[config.mk]
export PLATFORM = sky130hd
export DESIGN_NAME = nic_issuer
export DESIGN_NICKNAME = d
export VERILOG_FILES = /design/src/rtl/nic_pkg.sv /design/src/rtl/nic_plan.sv /design/src/rtl/nic_we_strobe.sv /design/src/rtl/nic_settle.sv /design/src/rtl/nic_issuer.sv
export SDC_FILE = /design/constraint.sdc
export NUM_CORES = 1
export LEC_CHECK = 0
export CAP_MARGIN = 30
export CORE_MARGIN = 5
export CORE_UTILIZATION = 55
export CTS_CLUSTER_SIZE = 25
export DETAILED_ROUTE_END_ITERATION = 12
export DONT_BUFFER_PORTS = 1
export PLACE_DENSITY_LB_ADDON = 0.3
export SKIP_CTS_REPAIR_TIMING = 1
export SLEW_MARGIN = 0
export SYNTH_ARGS = -nofsm -noshare
export SYNTH_HDL_FRONTEND = slang
export SYNTH_HIERARCHICAL = 1
export SYNTH_SLANG_ARGS = --single-unit
[constraint.sdc]
create_clock -name clk_i -period 3.7 [get_ports clk_i]
set_input_delay 1.11 -clock clk_i [delete_from_list [all_inputs] [get_ports clk_i]]
set_output_delay 1.11 -clock clk_i [all_outputs]
set_load 0.1 [all_outputs]
[src/rtl/nic_pkg.sv]
package nic_pkg;
  localparam logic [7:0] OP_READ0   = 8'h00;
  localparam logic [7:0] OP_READ1   = 8'h01;
  localparam logic [7:0] OP_READOOB = 8'h50;
  localparam logic [7:0] OP_SEQIN   = 8'h80;
  localparam logic [7:0] OP_RESET   = 8'hFF;

  typedef enum logic [2:0] {
    ST_IDLE, ST_CMD, ST_ADDR, ST_SETTLE, ST_DONE
  } st_e;

  typedef struct packed {
    logic [2:0][7:0] cmd;
    logic [1:0]      n_cmd;
    logic [3:0][7:0] addr;
    logic [2:0]      n_addr;
  } plan_t;
endpackage

[src/rtl/nic_plan.sv]
module nic_plan import nic_pkg::*; #(
  parameter int          PAGE_BYTES = 512,
  parameter logic [31:0] DEV_SIZE   = 32'h0400_0000,
  parameter int          COL_W      = 10
) (
  input  logic [7:0]       cmd_i,
  input  logic             has_col_i,
  input  logic [COL_W-1:0] col_i,
  input  logic             has_page_i,
  input  logic [23:0]      page_i,
  output plan_t            plan_o
);
  localparam int PG_N = ((DEV_SIZE & 32'h0C00_0000) != 32'd0) ? 3 : 2;

  logic [31:0] col_w;
  logic        ptr_two;
  logic [7:0]  ptr0, ptr1, col_out;

  assign col_w = 32'(col_i);

  generate
    if (PAGE_BYTES == 256) begin : g_small
      always_comb begin
        if (has_col_i && col_w >= 32'd256) begin
          ptr_two = 1'b1;
          ptr0    = OP_RESET;
          ptr1    = OP_READOOB;
          col_out = 8'(col_w - 32'd256);
        end else begin
          ptr_two = 1'b0;
          ptr0    = OP_READ0;
          ptr1    = OP_SEQIN;
          col_out = col_w[7:0];
        end
      end
    end else begin : g_large
      always_comb begin
        ptr_two = 1'b0;
        ptr1    = OP_SEQIN;
        if (has_col_i && col_w >= 32'd512) begin
          ptr0    = OP_READOOB;
          col_out = 8'(col_w - 32'd512);
        end else if (has_col_i && col_w >= 32'd256) begin
          ptr0    = OP_READ1;
          col_out = 8'(col_w - 32'd256);
        end else begin
          ptr0    = OP_READ0;
          col_out = col_w[7:0];
        end
      end
    end
  endgenerate

  logic        is_seq;
  logic [7:0]  col_byte;
  logic [31:0] pg;

  assign is_seq   = (cmd_i == OP_SEQIN);
  assign col_byte = is_seq ? col_out : col_w[7:0];
  assign pg       = {8'h00, page_i};

  always_comb begin
    plan_o = '0;
    if (is_seq) begin
      plan_o.cmd[0] = ptr0;
      plan_o.cmd[1] = ptr1;
      plan_o.cmd[2] = OP_SEQIN;
      plan_o.n_cmd  = ptr_two ? 2'd3 : 2'd2;
    end else begin
      plan_o.cmd[0] = cmd_i;
      plan_o.n_cmd  = 2'd1;
    end
    if (has_col_i) plan_o.addr = {pg[23:0], col_byte};
    else           plan_o.addr = pg;
    plan_o.n_addr = {2'b00, has_col_i} + (has_page_i ? 3'(PG_N) : 3'd0);
  end
endmodule

[src/rtl/nic_we_strobe.sv]
module nic_we_strobe #(
  parameter int PULSE = 2
) (
  input  logic clk_i,
  input  logic rst_ni,
  input  logic go_i,
  output logic we_no,
  output logic fin_o
);
  localparam int CW = (PULSE > 1) ? $clog2(PULSE) : 1;
  localparam logic [CW-1:0] LAST = CW'(PULSE - 1);

  logic          act_q, low_q;
  logic [CW-1:0] cnt_q;

  assign we_no = ~low_q;
  assign fin_o = act_q & ~low_q & (cnt_q == LAST);

  always_ff @(posedge clk_i or negedge rst_ni) begin
    if (!rst_ni) begin
      act_q <= 1'b0;
      low_q <= 1'b0;
      cnt_q <= '0;
    end else if (!act_q) begin
      if (go_i) begin
        act_q <= 1'b1;
        low_q <= 1'b1;
        cnt_q <= '0;
      end
    end else if (cnt_q == LAST) begin
      cnt_q <= '0;
      if (low_q) low_q <= 1'b0;
      else       act_q <= 1'b0;
    end else begin
      cnt_q <= cnt_q + 1'b1;
    end
  end
endmodule

[src/rtl/nic_settle.sv]
module nic_settle #(
  parameter int CYCLES = 3750
) (
  input  logic clk_i,
  input  logic rst_ni,
  input  logic en_i,
  output logic fin_o
);
  localparam int SW = $clog2(CYCLES + 1);
  localparam logic [SW-1:0] LAST = SW'(CYCLES - 1);

  logic [SW-1:0] cnt_q;

  assign fin_o = en_i & (cnt_q == LAST);

  always_ff @(posedge clk_i or negedge rst_ni) begin
    if (!rst_ni)     cnt_q <= '0;
    else if (!en_i)  cnt_q <= '0;
    else if (!fin_o) cnt_q <= cnt_q + 1'b1;
  end
endmodule

[src/rtl/nic_issuer.sv]
module nic_issuer import nic_pkg::*; #(
  parameter int          PAGE_BYTES = 512,
  parameter logic [31:0] DEV_SIZE   = 32'h0400_0000,
  parameter int          COL_W      = 10,
  parameter int          WE_CLKS    = 2,
  parameter int          CLK_MHZ    = 250,
  parameter int          SETTLE_US  = 15
) (
  input  logic             clk_i,
  input  logic             rst_ni,
  input  logic             req_valid_i,
  input  logic [7:0]       req_cmd_i,
  input  logic             req_has_col_i,
  input  logic [COL_W-1:0] req_col_i,
  input  logic             req_has_page_i,
  input  logic [23:0]      req_page_i,
  output logic             busy_o,
  output logic             done_o,
  output logic             cle_o,
  output logic             ale_o,
  output logic             we_no,
  output logic             bus_oe_o,
  output logic [7:0]       bus_o
);
  localparam int SETTLE_CLKS = CLK_MHZ * SETTLE_US;

  st_e        st_q;
  plan_t      plan_d, plan_q;
  logic [2:0] idx_q;
  logic       go, byte_fin, settle_fin, last_cmd, last_addr;
  logic [7:0] cmd_byte, addr_byte;

  nic_plan #(.PAGE_BYTES(PAGE_BYTES), .DEV_SIZE(DEV_SIZE), .COL_W(COL_W)) u_plan (
    .cmd_i(req_cmd_i), .has_col_i(req_has_col_i), .col_i(req_col_i),
    .has_page_i(req_has_page_i), .page_i(req_page_i), .plan_o(plan_d)
  );

  assign go = (st_q == ST_CMD) || (st_q == ST_ADDR);

  nic_we_strobe #(.PULSE(WE_CLKS)) u_strobe (
    .clk_i(clk_i), .rst_ni(rst_ni), .go_i(go), .we_no(we_no), .fin_o(byte_fin)
  );

  nic_settle #(.CYCLES(SETTLE_CLKS)) u_settle (
    .clk_i(clk_i), .rst_ni(rst_ni), .en_i(st_q == ST_SETTLE), .fin_o(settle_fin)
  );

  assign last_cmd  = (idx_q + 3'd1) == {1'b0, plan_q.n_cmd};
  assign last_addr = (idx_q + 3'd1) == plan_q.n_addr;

  always_ff @(posedge clk_i or negedge rst_ni) begin
    if (!rst_ni) begin
      st_q   <= ST_IDLE;
      plan_q <= '0;
      idx_q  <= '0;
    end else begin
      unique case (st_q)
        ST_IDLE: if (req_valid_i) begin
          plan_q <= plan_d;
          idx_q  <= '0;
          st_q   <= ST_CMD;
        end
        ST_CMD: if (byte_fin) begin
          if (last_cmd) begin
            idx_q <= '0;
            st_q  <= (plan_q.n_addr == 3'd0) ? ST_SETTLE : ST_ADDR;
          end else begin
            idx_q <= idx_q + 3'd1;
          end
        end
        ST_ADDR: if (byte_fin) begin
          if (last_addr) begin
            idx_q <= '0;
            st_q  <= ST_SETTLE;
          end else begin
            idx_q <= idx_q + 3'd1;
          end
        end
        ST_SETTLE: if (settle_fin) st_q <= ST_DONE;
        ST_DONE:   st_q <= ST_IDLE;
        default:   st_q <= ST_IDLE;
      endcase
    end
  end

  always_comb begin
    case (idx_q)
      3'd1:    cmd_byte = plan_q.cmd[1];
      3'd2:    cmd_byte = plan_q.cmd[2];
      default: cmd_byte = plan_q.cmd[0];
    endcase
    case (idx_q)
      3'd1:    addr_byte = plan_q.addr[1];
      3'd2:    addr_byte = plan_q.addr[2];
      3'd3:    addr_byte = plan_q.addr[3];
      default: addr_byte = plan_q.addr[0];
    endcase
  end

  assign busy_o   = (st_q != ST_IDLE);
  assign done_o   = (st_q == ST_DONE);
  assign cle_o    = (st_q == ST_CMD);
  assign ale_o    = (st_q == ST_ADDR);
  assign bus_oe_o = go;
  assign bus_o    = (st_q == ST_CMD) ? cmd_byte : (st_q == ST_ADDR) ? addr_byte : 8'h00;
endmodule

# Word-level counts from Yosys, hierarchy flattened
# Cells that the tools add are included.
[classes]
addsub = 6
order_cmp = 2
eq_ne = 19
muxes = 39
bitwise_logic = 4
reduce_logical = 12
[ops]
columns = ["op", "n"]
rows = [
  ["$mux W8", 5],
  ["$mux W3", 11],
  ["$mux W32", 1],
  ["$mux W12", 2],
  ["$pmux W8 S3", 1],
  ["$mux W16", 1],
  ["$pmux W8 S2", 1],
  ["$sub A8 B1 Y8 const B", 2],
  ["$add A12 B1 Y12 const B", 1],
  ["$eq A12 B12 Y1 const B", 1],
  ["$eq A3 B2 Y1 const B", 4],
  ["$mux W1", 12],
  ["$pmux W3 S4", 1],
  ["$ge A10 B10 Y1 const B", 1],
  ["$ge A10 B9 Y1 const B", 1],
  ["$mux W10", 1],
  ["$pmux W3 S3", 1],
  ["$eq A8 B8 Y1 const B", 1],
  ["$ne A2 B1 Y1 const B", 4],
  ["$ne A2 B2 Y1 const B", 4],
  ["$mux W7", 1],
  ["$eq A3 B1 Y1 const B", 2],
  ["$logic_not A3 Y1", 2],
  ["$reduce_and A6 Y1", 1],
  ["other kinds (15)", 20],
]
[totals]
regBits = 82
out_inout_bits = 14
elab_cells = 97

# Logic depth before layout (Yosys ltp)
[logic_depth]
word_depth = 6
ltp_mapped = 9

# By module
# The synthesis kept the hierarchy.
[modules_own_cells]
columns = ["mod", "n_inst", "cells_per_inst", "area_each_um2"]
rows = [
  ["nic_issuer", 1, 237, 3430.8],
  ["nic_settle", 1, 69, 670.6],
  ["nic_plan", 1, 71, 635.6],
  ["nic_we_strobe", 1, 10, 117.6],
]

# Worst setup path before layout
# Ideal clock, no wire load.
[synth_timing]
kind = "flip-flop to output port"
from = "register idx_q[0]"
to = "output port bus_o[0]"
t_arrival_ns = 3.015
setup_slack_ns = -0.425
stages_incl_launch_ff = 8
path_cell_list = "dfrtp_1 > ha_1 > nor2b_1 > clkbuf_1 > buf_2 > nor2_1 > a21oi_1 > o22ai_1"
[synth_between]
elab_chain_cells = 4
[synth_rtl]
columns = ["item", "line_no", "text"]
rows = [
  ["start: declaration", "nic_issuer.sv:29", "logic [2:0] idx_q;"],
  ["start signal: assignment", "nic_issuer.sv:68", "idx_q <= idx_q + 3'd1;"],
  ["start signal: assignment", "nic_issuer.sv:76", "idx_q <= idx_q + 3'd1;"],
  ["$eq A3 B2 Y1 (tied with other cells)", "nic_issuer.sv:92", "case (idx_q)"],
  ["$pmux W8 S3", "nic_issuer.sv:92", ""],
  ["$mux W8", "nic_issuer.sv:105", "assign bus_o = (st_q == ST_CMD) ? cmd_byte : (st_q == ST_ADDR) ? addr_byte : 8'h00;"],
  ["$mux W8 (*)", "nic_issuer.sv:105", ""],
  ["end: declaration", "nic_issuer.sv:23", "output logic [7:0] bus_o"],
]
# Mark *: on every way between the ends. The rest lies on a longest branch, timed or not.

# Worst setup path in the final report
[layout_timing]
from = "register idx_q[0]"
to = "output port bus_o[4]"
# The elaborated chain is that of the path after synthesis.

==> impl_metrics.sql <==
INSERT INTO impl_metrics (metric_group, metric, value, unit) VALUES
('final_layout', 'areaGrowthSynthToFinish', '6.96', '%'),
('detailed_routing', 'antenna_left', '0', ''),
('power', 'comb_power_share', '48.3', '%'),
('synthesis', 'ys_ff_latch', '82', ''),
('clock_network', 'h-tree-depth', '3', ''),
('synthesis', 'postSynthCellCount', '387', ''),
('final_layout', 'multi_input_area', '2510', 'um^2'),
('critical_path', 'timing.critical_path.fanout_max', '9', ''),
('final_layout', 'drive_gt1_share', '36.1', '%'),
('place', 'placement.io_buffers', '0', ''),
('sta', 'report.final.setup_viol', '0', ''),
('detailed_routing', 'starting_drt_drc_count', '150', ''),
('place', 'place.gp.congestion', '0.796', ''),
('synthesis', 'synth.yosys.warnings', '6', ''),
('synthesis', 'seq_area_frac_synth', '42.3', '%'),
('final_layout', 'fillerInstances', '706', ''),
('floorplanning', 'die_height', '104', 'um'),
('run_status', 'run_status', 'finished, final reports clean', ''),
('clock_network', 'worstSkewPairLatency', '0.36', 'ns'),
('detailed_routing', 'wl', '9470', 'um'),
('final_layout', 'finalNonFillerCells', '497', ''),
('power', 'internal_power', '0.00259', 'W'),
('global_routing', 'first_pass_grt_wire_length', '15700', 'um'),
('power', 'p_leak', '2.26', 'nW'),
('floorplanning', 'ios', '61', ''),
('power', 'net-switching-power', '0.00177', 'W'),
('sta', 'worst-slew-pin-transition', '0.846', 'ns'),
('floorplanning', 'core', '8680', 'um^2'),
('global_routing', 'largest_net_degree_at_the_start_of_global_routing', '83', ''),
('critical_path', 'end_kind', 'primary output', ''),
('floorplanning', 'core.rowCount', '34', ''),
('global_routing', 'grt_overflow', '0', ''),
('place', 'dp_cells', '480', ''),
('final_layout', 'final-seq-area', '2050', 'um^2'),
('place', 'dp_slack', '0.0998', 'ns'),
('job', 'max_cap_violations', '0', ''),
('sta', 'worst_clock_skew', '0.00608', 'ns'),
('power', 'clock_power_share', '15.3', '%'),
('sta', 'accumulated_negative_setup_slack', '0', 'ns'),
('final_layout', 'final_cell_area', '5190', 'um^2'),
('clock_network', 'cts.clk_slew.worst_paths', '0.09', 'ns'),
('final_layout', 'most-common-layout-cells', 'sky130_fd_sc_hd__dfrtp_1 (82), sky130_fd_sc_hd__mux2_4 (60), sky130_fd_sc_hd__mux2_2 (25), sky130_fd_sc_hd__inv_1 (16), sky130_fd_sc_hd__a21oi_1 (15)', ''),
('sta', 'timing.final.crit_share', '96.4', '%'),
('power', 'sequential_share_of_power', '36.3', '%'),
('power', 'power_density', '839', 'nW/um^2'),
('sta', 'report.final.hold_viol_count', '0', ''),
('power', 'power.switching_fraction', '40.6', '%'),
('detailed_routing', 'vias_per_cell', '5.79', ''),
('detailed_routing', 'firstDrtPassIters', '4', ''),
('synthesis', 'syn_avg_cell_area', '12.5', 'um^2'),
('synthesis', 'synthFlopType', 'sky130_fd_sc_hd__dfrtp_1', ''),
('synthesis', 'netlist_area', '4850', 'um^2'),
('critical_path', 'crit_path_start_kind', 'flop', ''),
('clock_network', 'root_buffer', 'sky130_fd_sc_hd__clkbuf_8', ''),
('sta', 'finalMaxSlewViolations', '0', ''),
('power', 'vdd.ir_drop.worst', '363', 'uV'),
('clock_network', 'numClockSinks', '82', ''),
('sta', 'grt_setup_unrepaired', 'no', ''),
('global_routing', 'number_of_global_route_vias_before_repair', '2978', ''),
('clock_network', 'clockBufferDepth', '2', ''),
('sta', 'setup_ws', '0.133', 'ns'),
('place', 'dpl.hpwl', '6650', 'um'),
('synthesis', 'post_synth_num_cell_types', '56', ''),
('critical_path', 'r2r_cells', '7', ''),
('detailed_routing', 'routedWlPerCell', '19.1', 'um'),
('min_path', 'min-delay-path-class', 'in -> async', ''),
('global_routing', 'gr-usage-all-layers', '17.8', '%'),
('synthesis', 'synth_async_reset_ratio', '100', '%'),
('final_layout', 'final_common_cell', 'sky130_fd_sc_hd__dfrtp_1', ''),
('detailed_routing', 'drc', '0', ''),
('sta', 'final.min_clock_period', '3.57', 'ns');
per-layer routing:
metal  GRT usage, %  up-vias  wire (um)
met3           5.09        8        388
met2           29.4       49       4670
met5              0        -          0
met1           22.8     1455       4320
li1               -     1367          -
met4           5.00        0         95
flip-flops by register name (all words and copies together) (netlist names):
register        flops
idx_q               3
plan_q             61
st_q                3
u_settle/cnt_q     12
u_strobe/act_q      1
u_strobe/cnt_q      1
u_strobe/low_q      1
cells in the mapped netlist (all sizes together) (5+ instances only):
cell type	n	area share [%]
mux2	86	25
a21boi	9	1.4
a22o	8	1.4
o21ai	7	0.72
nor2	7	0.88
nand2	12	0.93
o22ai	10	1.3
and2	10	1.3
a21oi	15	1.5
dfrtp	82	42
inv	16	1.2
a222oi	8	1.6
buf	34	6.9
clkbuf	9	0.70
nand3	5	0.52
xor2	7	1.3
ha	8	2.1
stage by stage:
stage,power (W),utilization (%)
after CTS,0.00435,59.5
after floorplan,0.00315,-
after global routing,0.00457,59.8
final,0.00436,59.8
after detailed placement,0.00366,57.1
after global placement,0.00361,57.1
cell type report:
cell class	instances	area share [%]
sequential	82	39.5
multi-input combinational	259	48.4
tap	108	2.60
timing repair buffer	15	4.34
clock inverter	4	0.964
clock buffer	12	2.99
antenna	1	0.0482
inverter	16	1.16
logic make-up after synthesis:
kind of cell	count (synthesis)	synth area share, %
muxes	90	25.4
buffers and inverters	59	8.79
DFF	82	42.3
and+or+nand+nor	68	9.41
AOI/OAI and AO/OA	72	10.7
xor gates and xnor gates	7	1.26
adders and majority gates	8	2.06
other	1	0.0772
critical path, cell delays in order, from the launching register on:
cell and delay, ns:
sky130_fd_sc_hd__dfrtp_1 0.46, sky130_fd_sc_hd__ha_1 0.24, sky130_fd_sc_hd__ha_1 0.33, sky130_fd_sc_hd__a222oi_1 0.42, sky130_fd_sc_hd__a21boi_0 0.31, sky130_fd_sc_hd__o22ai_2 0.14
sky130_fd_sc_hd__buf_12 0.21
path summary, 6_finish.rpt:
path	startpoint	endpoint	slack [ns]
min in group clk_i	u_strobe/cnt_q	u_strobe/low_q	0.50
max in group asynchronous	rst_ni	plan_q[39]	3.13
setup / recovery	idx_q[0]	bus_o[4]	0.13
hold reg to reg	u_strobe/cnt_q	u_strobe/low_q	0.50
hold / removal	rst_ni	plan_q[4]	0.44
setup reg to reg	st_q[2]	st_q[0]	1.21
power groups by stage:
stage	combinational [W]	clock (W)	sequential, W
finish	0.00210	0.000668	0.00158
global route	0.00222	0.000730	0.00162
CTS	0.00209	0.000692	0.00157
detailed placement	0.00208	0	0.00157
global placement	0.00204	0	0.00157
floorplan	0.00170	0	0.00145
No activity file was read; power rests on OpenSTA's default activity.
